**src/rtl/bitpat_pkg.sv**
```systemverilog
package bitpat_pkg;

   typedef enum logic [2:0] {
      REG_LAST = 3'd0,
      REG_SYNC = 3'd1,
      REG_DIV  = 3'd2,
      REG_MODE = 3'd3,
      REG_SEED = 3'd4
   } cfg_reg_e;

   function automatic int max3(input int a, input int b, input int c);
      int m;
      m = (a > b) ? a : b;
      return (m > c) ? m : c;
   endfunction

endpackage

```
**src/rtl/bitpat_store.sv**
```systemverilog
module bitpat_store #(
   parameter int WORD_W = 32,
   parameter int DEPTH  = 64,
   localparam int ADDR_W = $clog2(DEPTH),
   localparam int LSB_W  = $clog2(WORD_W),
   localparam int IDX_W  = ADDR_W + LSB_W
) (
   input  logic              clk,
   input  logic              we,
   input  logic [ADDR_W-1:0] waddr,
   input  logic [WORD_W-1:0] wdata,
   input  logic [IDX_W-1:0]  rd_idx,
   output logic              rd_bit
);

   logic [WORD_W-1:0] words [DEPTH];
   logic [WORD_W-1:0] sel_word;

   always_ff @(posedge clk) begin
      if (we) words[waddr] <= wdata;
   end

   assign sel_word = words[rd_idx[IDX_W-1:LSB_W]];
   assign rd_bit   = sel_word[rd_idx[LSB_W-1:0]];

endmodule

```
**src/rtl/bitpat_seq.sv**
```systemverilog
module bitpat_seq #(
   parameter int IDX_W = 11,
   parameter int DIV_W = 16
) (
   input  logic             clk,
   input  logic             rst_n,
   input  logic             run,
   input  logic             rate_en,
   input  logic [IDX_W-1:0] cfg_last,
   input  logic [IDX_W-1:0] cfg_sync,
   input  logic [DIV_W-1:0] cfg_div,
   output logic             step,
   output logic [IDX_W-1:0] idx,
   output logic             at_sync
);

   logic [IDX_W-1:0] act_last, act_sync, cur;
   logic [DIV_W-1:0] act_div, cnt;
   logic             wrap_step;

   assign step      = run && rate_en && (cnt == act_div);
   assign wrap_step = step && (cur == act_last);
   assign idx       = cur;
   assign at_sync   = (cur == act_sync);

   always_ff @(posedge clk) begin
      if (!rst_n) begin
         act_last <= '0;
         act_sync <= '0;
         act_div  <= '0;
         cur      <= '0;
         cnt      <= '0;
      end else if (!run) begin
         cur      <= '0;
         cnt      <= '0;
         act_last <= cfg_last;
         act_sync <= cfg_sync;
         act_div  <= cfg_div;
      end else begin
         if (rate_en) cnt <= (cnt == act_div) ? '0 : cnt + 1'b1;
         if (wrap_step) begin
            cur      <= '0;
            act_last <= cfg_last;
            act_sync <= cfg_sync;
         end else if (step) begin
            cur <= cur + 1'b1;
         end
      end
   end

   assert_idx_in_range_R2: assert property (@(posedge clk) disable iff (!rst_n)
      cur <= act_last);

   assert_div_count_R3: assert property (@(posedge clk) disable iff (!rst_n)
      cnt <= act_div);

   assert_commit_at_wrap_R5: assert property (@(posedge clk) disable iff (!rst_n)
      (run && $past(run) && !$past(wrap_step)) |-> ($stable(act_last) && $stable(act_sync)));

   assert_div_frozen_R7: assert property (@(posedge clk) disable iff (!rst_n)
      (run && $past(run)) |-> $stable(act_div));

endmodule

```
**src/rtl/bitpat_pn.sv**
```systemverilog
module bitpat_pn #(
   parameter int W = 16
) (
   input  logic         clk,
   input  logic         rst_n,
   input  logic         load,
   input  logic [W-1:0] seed,
   input  logic         advance,
   output logic         out_bit
);

   logic [W-1:0] state;
   logic [W-1:0] mask;
   localparam logic [W-1:0] ONE = {{(W-1){1'b0}}, 1'b1};

   generate
      if (W == 8) begin : g_m8
         assign mask = 8'hB8;
      end else if (W == 16) begin : g_m16
         assign mask = 16'hB400;
      end else if (W == 24) begin : g_m24
         assign mask = 24'hE10000;
      end else if (W == 32) begin : g_m32
         assign mask = 32'h80200003;
      end else begin : g_bad
         $error("bitpat_pn: width must be 8, 16, 24 or 32");
         assign mask = '0;
      end
   endgenerate

   always_ff @(posedge clk) begin
      if (!rst_n)
         state <= ONE;
      else if (load)
         state <= (seed == '0) ? ONE : seed;
      else if (advance)
         state <= (state >> 1) ^ (state[0] ? mask : '0);
   end

   assign out_bit = state[0];

   assert_state_nonzero_R6: assert property (@(posedge clk) disable iff (!rst_n)
      state != '0);

endmodule

```
**src/rtl/bitpat_gen.sv**
```systemverilog
module bitpat_gen #(
   parameter int WORD_W = 32,
   parameter int DEPTH  = 64,
   parameter int DIV_W  = 16,
   parameter int LFSR_W = 16,
   localparam int ADDR_W = $clog2(DEPTH),
   localparam int IDX_W  = ADDR_W + $clog2(WORD_W),
   localparam int CFG_W  = bitpat_pkg::max3(IDX_W, DIV_W, LFSR_W)
) (
   input  logic              clk,
   input  logic              rst_n,
   input  logic              run,
   input  logic              rate_en,
   input  logic              mem_we,
   input  logic [ADDR_W-1:0] mem_addr,
   input  logic [WORD_W-1:0] mem_wdata,
   input  logic              cfg_we,
   input  logic [2:0]        cfg_addr,
   input  logic [CFG_W-1:0]  cfg_wdata,
   output logic              bit_out,
   output logic              bit_valid,
   output logic              sync_out
);
   import bitpat_pkg::*;

   generate
      if (WORD_W < 2 || (WORD_W & (WORD_W - 1)) != 0) begin : g_chk_word
         $error("bitpat_gen: WORD_W must be a power of two");
      end
      if (DEPTH < 2 || (DEPTH & (DEPTH - 1)) != 0) begin : g_chk_depth
         $error("bitpat_gen: DEPTH must be a power of two of at least 2");
      end
      if (DIV_W < 1) begin : g_chk_div
         $error("bitpat_gen: DIV_W must be positive");
      end
   endgenerate

   logic [IDX_W-1:0]  reg_last, reg_sync;
   logic [DIV_W-1:0]  reg_div;
   logic              reg_mode;
   logic [LFSR_W-1:0] reg_seed;
   logic              pn_on;

   always_ff @(posedge clk) begin
      if (!rst_n) begin
         reg_last <= '0;
         reg_sync <= '0;
         reg_div  <= '0;
         reg_mode <= 1'b0;
         reg_seed <= {{(LFSR_W-1){1'b0}}, 1'b1};
      end else if (cfg_we) begin
         case (cfg_reg_e'(cfg_addr))
            REG_LAST: reg_last <= cfg_wdata[IDX_W-1:0];
            REG_SYNC: reg_sync <= cfg_wdata[IDX_W-1:0];
            REG_DIV:  reg_div  <= cfg_wdata[DIV_W-1:0];
            REG_MODE: reg_mode <= cfg_wdata[0];
            REG_SEED: reg_seed <= cfg_wdata[LFSR_W-1:0];
            default:  ;
         endcase
      end
   end

   logic             step, at_sync, mem_bit, pn_bit;
   logic [IDX_W-1:0] idx;

   bitpat_seq #(.IDX_W(IDX_W), .DIV_W(DIV_W)) u_seq (
      .clk(clk), .rst_n(rst_n), .run(run), .rate_en(rate_en),
      .cfg_last(reg_last), .cfg_sync(reg_sync), .cfg_div(reg_div),
      .step(step), .idx(idx), .at_sync(at_sync)
   );

   bitpat_store #(.WORD_W(WORD_W), .DEPTH(DEPTH)) u_store (
      .clk(clk), .we(mem_we), .waddr(mem_addr), .wdata(mem_wdata),
      .rd_idx(idx), .rd_bit(mem_bit)
   );

   bitpat_pn #(.W(LFSR_W)) u_pn (
      .clk(clk), .rst_n(rst_n), .load(!run), .seed(reg_seed),
      .advance(step && pn_on), .out_bit(pn_bit)
   );

   always_ff @(posedge clk) begin
      if (!rst_n) begin
         pn_on     <= 1'b0;
         bit_out   <= 1'b0;
         bit_valid <= 1'b0;
         sync_out  <= 1'b0;
      end else if (!run) begin
         pn_on     <= reg_mode;
         bit_valid <= 1'b0;
         sync_out  <= 1'b0;
      end else if (step) begin
         bit_out   <= pn_on ? pn_bit : mem_bit;
         bit_valid <= 1'b1;
         sync_out  <= at_sync;
      end else begin
         bit_valid <= 1'b0;
      end
   end

   assert_idle_quiet_R8: assert property (@(posedge clk) disable iff (!rst_n)
      !run |=> (!bit_valid && !sync_out));

   assert_sync_hold_R4: assert property (@(posedge clk) disable iff (!rst_n)
      (run && $past(run) && !bit_valid) |-> ($stable(sync_out) && $stable(bit_out)));

   assert_mode_frozen_R7: assert property (@(posedge clk) disable iff (!rst_n)
      (run && $past(run)) |-> $stable(pn_on));

endmodule

```
**config.mk**
```make
export PLATFORM = sky130hd
export DESIGN_NAME = bitpat_gen
export DESIGN_NICKNAME = d
export VERILOG_FILES = /design/src/rtl/bitpat_pkg.sv /design/src/rtl/bitpat_store.sv /design/src/rtl/bitpat_seq.sv /design/src/rtl/bitpat_pn.sv /design/src/rtl/bitpat_gen.sv
export SDC_FILE = /design/constraint.sdc
export NUM_CORES = 2
export LEC_CHECK = 0
export BUFFER_PORTS_ARGS = -buffer_cell sky130_fd_sc_hd__buf_2
export CORE_UTILIZATION = 56
export DETAILED_ROUTE_END_ITERATION = 6
export PLACE_DENSITY = 0.8
export SYNTH_ARGS = -nofsm -noshare
export SYNTH_HDL_FRONTEND = slang
export SYNTH_SLANG_ARGS = --single-unit
```
**constraint.sdc**
```tcl
create_clock -name clk -period 3.3 [get_ports clk]
set_input_delay 0.33 -clock clk [delete_from_list [all_inputs] [get_ports clk]]
set_output_delay 0.33 -clock clk [all_outputs]
set_load 0.005 [all_outputs]
```
==> flow_metrics.env <==
export IMPL_fin_crit_sh_pct=109
export IMPL_synth_area_leader_cell="edfxtp_1"
export IMPL_netlist_instances=4252
export IMPL_finalNetCount=4799
export IMPL_gp_congestion=0.890
export IMPL_routed_via_density=7.04
export IMPL_synth_top_cell_area_share_pct=71.0
export IMPL_place_inst=6503
export IMPL_first_pass_iters=7
export IMPL_power_leakage_nw=31.6
export IMPL_cts_path_max_buffers=3
export IMPL_maxSlewViolCount=0
export IMPL_clock_skew_ns=0.0522
export IMPL_cpLargestDelayFamily="simple AND/OR/NAND/NOR gates"
export IMPL_drtAntennaViolNets=0
export IMPL_fin_ws_ns=-0.306
export IMPL_netlist_area_um2=86600
export IMPL_cts_htree_levels=4
export IMPL_yosysWarnings=0
export IMPL_setup_viol=1
export IMPL_cp_required_ns=4.05
export IMPL_power_density_nw_per_um2=559
export IMPL_hpwl_um=139000
export IMPL_drt_wirelength_per_cell_um=36.9
export IMPL_fp_row_count=143
export IMPL_violations="DRC, setup timing"
export IMPL_vias=48900
export IMPL_min_period_ns=3.61
export IMPL_start_util_pct=56.7
export IMPL_drt_initial_drc_count=7888
export IMPL_path_cells="nor2b_1 > and2_1 > nand3_1 > o21ai_0 > nor4_4 > nor4_4 > buf_4 > nand2b_4 > a221oi_2"
export IMPL_cpMostUsedCell="nor4_4"
export IMPL_cap_violations=0
export IMPL_die_w_um=395
export IMPL_area_growth_pct=14.6
export IMPL_worstPathArrival_ns=4.36
export IMPL_synth_area_top_cells="edfxtp_1 71%, mux4_2 9.2%, mux4_1 3.5%"
export IMPL_critPathBufInv=1
export IMPL_n_fill_cell=9373
export IMPL_grt_remaining_overflow=0
export IMPL_drive_gt1_share_pct=26.4
export IMPL_whs_ns=0.139
export IMPL_status="complete, but fails checks"
export IMPL_final_cells=6943
export IMPL_drc=14
export IMPL_portBuffers=65
export IMPL_synth_area_per_cell_um2=20.4
export IMPL_cts_tree="done"
export IMPL_rsz0062_at_grt="yes"
export IMPL_clock_root_buffer="clkbuf_16"
export IMPL_die_h_um=395
export IMPL_grt_pass1_vias=48200
export IMPL_synth_seq_cells=2194
export IMPL_cts_made_buffers=206
export IMPL_routed_wl_um=256000
export IMPL_async_flop_share_pct=0
export IMPL_grt_antenna_before_repair=13
export IMPL_worst_pin_slew_ns=1.22
export IMPL_synth_most_common_cell="edfxtp_1"
export IMPL_grt_first_pass_wirelength_um=354000
export IMPL_track_usage_pct=32.5
export IMPL_crit_path_max_fanout=13
export IMPL_crit_type="register to register"
export IMPL_cp_slowest_stage_delay_ns=0.76
export IMPL_slew_headroom_pct=19.0
export IMPL_hold_viol=0
export IMPL_synthTopCellsByCount="2048 x edfxtp_1, 354 x mux4_2, 246 x nand2_1"
export IMPL_cp_slowest_cell="o21ai_0"
export IMPL_syn_num_nets=4317
export IMPL_yosysUniqueCellTypes=83
export IMPL_fmax_mhz=277
export IMPL_core_um2=153000
export IMPL_insertion_delay_ns=0.88
export IMPL_synth_edf_count=2048
export IMPL_clk_pin_slew_ns=0.07
export IMPL_cp_end_kind="register"
export IMPL_grt_max_degree=80
export IMPL_ir_worst_vdd_v=0.000548
export IMPL_cts_sinks=2194
export IMPL_num_io_pins=66
export IMPL_synth_ff_type="edfxtp_1"
export IMPL_holdCritPathClass="input port to register"
export IMPL_die_area_um2=156000
export IMPL_yosysSeqAreaShare_pct=74.4
export IMPL_start_kind="register"
==> cells by family (layout without fill, tap and decap cells) <==
logic type | count (synthesis) | count (layout) | share of synthesized area [%]
simple gates | 648 | 648 | 3.57
buf+inv | 252 | 907 | 2.64
compound gates | 375 | 375 | 3.15
other cells | 0 | 6 | 0
fa+ha+maj | 2 | 2 | 0.0289
xor+xnor | 64 | 64 | 0.647
flops | 2194 | 2194 | 74.4
mux | 717 | 717 | 15.6
==> report_power, final <==
group / switching [mW] / internal (mW)
Combinational: 0.745 / 0.232
Clock: 10.5 / 13.4
Sequential: 0.0738 / 30.6
Total: 11.3 / 44.2
==> worst register-to-register path, delay by kind of cell (launching register included) <==
kind	cells	cell delay, ns
AOI/OAI and AO/OA	2	0.82
DFF	1	0.73
and+or+nand+nor	6	1.71
buffers and inverters	1	0.23
==> cell type report <==
type                       count  area (um2)  share of cell area [%]
multi-input combinational   1806       20600                    20.7
clock buffer                 256        5440                    5.47
sequential                  2194       64400                    64.9
antenna                        6        15.0                  0.0151
clock inverter               125        1330                    1.33
inverter                      13        51.3                  0.0517
timing repair buffer         513        4900                    4.93
tap                         2030        2540                    2.56
==> flip-flops by register name (all words and copies together) (netlist names), 16 cells and up, named ones only <==
name,flops
u_seq.act_div,16
reg_seed,16
u_store.words,2048
u_pn.state,16
reg_div,16
u_seq.cnt,16
==> final timing paths <==
path | from | endpoint | slack (ns) | cells after the start
worst max register to register | register | bit_out | -0.31 | 9
worst min-delay path | cfg_we | reg_mode | 0.14 | 5
worst min register to register | reg_div[7] | reg_div[7] | 0.46 | 2
worst max-delay path | register | bit_out | -0.31 | 9
==> what timing repair did <==
action | CTS | global route
gates resized for setup | 52 | 9
setup endpoints to repair | 1 | 1
hold buffers | 22 | 0
pin swaps | 7 | 6
cloned | 3 | 2
setup buffers | 16 | 10
endpoints found under the hold margin | 63 | 0
==> cell usage in the layout, fill, tap and decap left out, drive strengths merged, types with 21 or more instances in the layout <==
cell type       n
clkbuf        258
o221ai         42
a21oi          52
o22ai          33
o21ai          43
nor3           27
edfxtp       2048
dlygate4sd3    22
a22oi          31
nand3          56
mux4          469
clkinv         92
mux2i         227
a21boi         54
xor2           46
bufinv         21
buf           487
dfxtp         146
nor2b          64
nand2         246
nand4          22
mux2           21
nor2          139
==> metrics by stage <==
stage	cell area (um2)	setup WS, ns	TNS (ns)	util (%)	total power [mW]
after floorplan	86600	0.351	0	-	31.5
after global placement	91600	-0.570	-0.570	60.0	32.1
after detailed placement	91600	-0.596	-0.596	60.0	32.2
after CTS	99100	-0.0724	-0.0724	64.8	55.5
after global routing	99300	-0.297	-0.297	65.0	56.7
final	99300	-0.306	-0.306	65.0	55.5
==> routing by layer <==
| layer | GRT usage, % | up-vias | part of all wire [%] |
|---|---|---|---|
| li1 | - | 18500 | - |
| met1 | 41.3 | 24400 | 32 |
| met2 | 49.9 | 4805 | 46 |
| met3 | 9.28 | 1132 | 15 |
| met4 | 20.1 | 8 | 7.5 |
| met5 | 0 | - | 0.025 |
(Power assumes the default switching activity.)
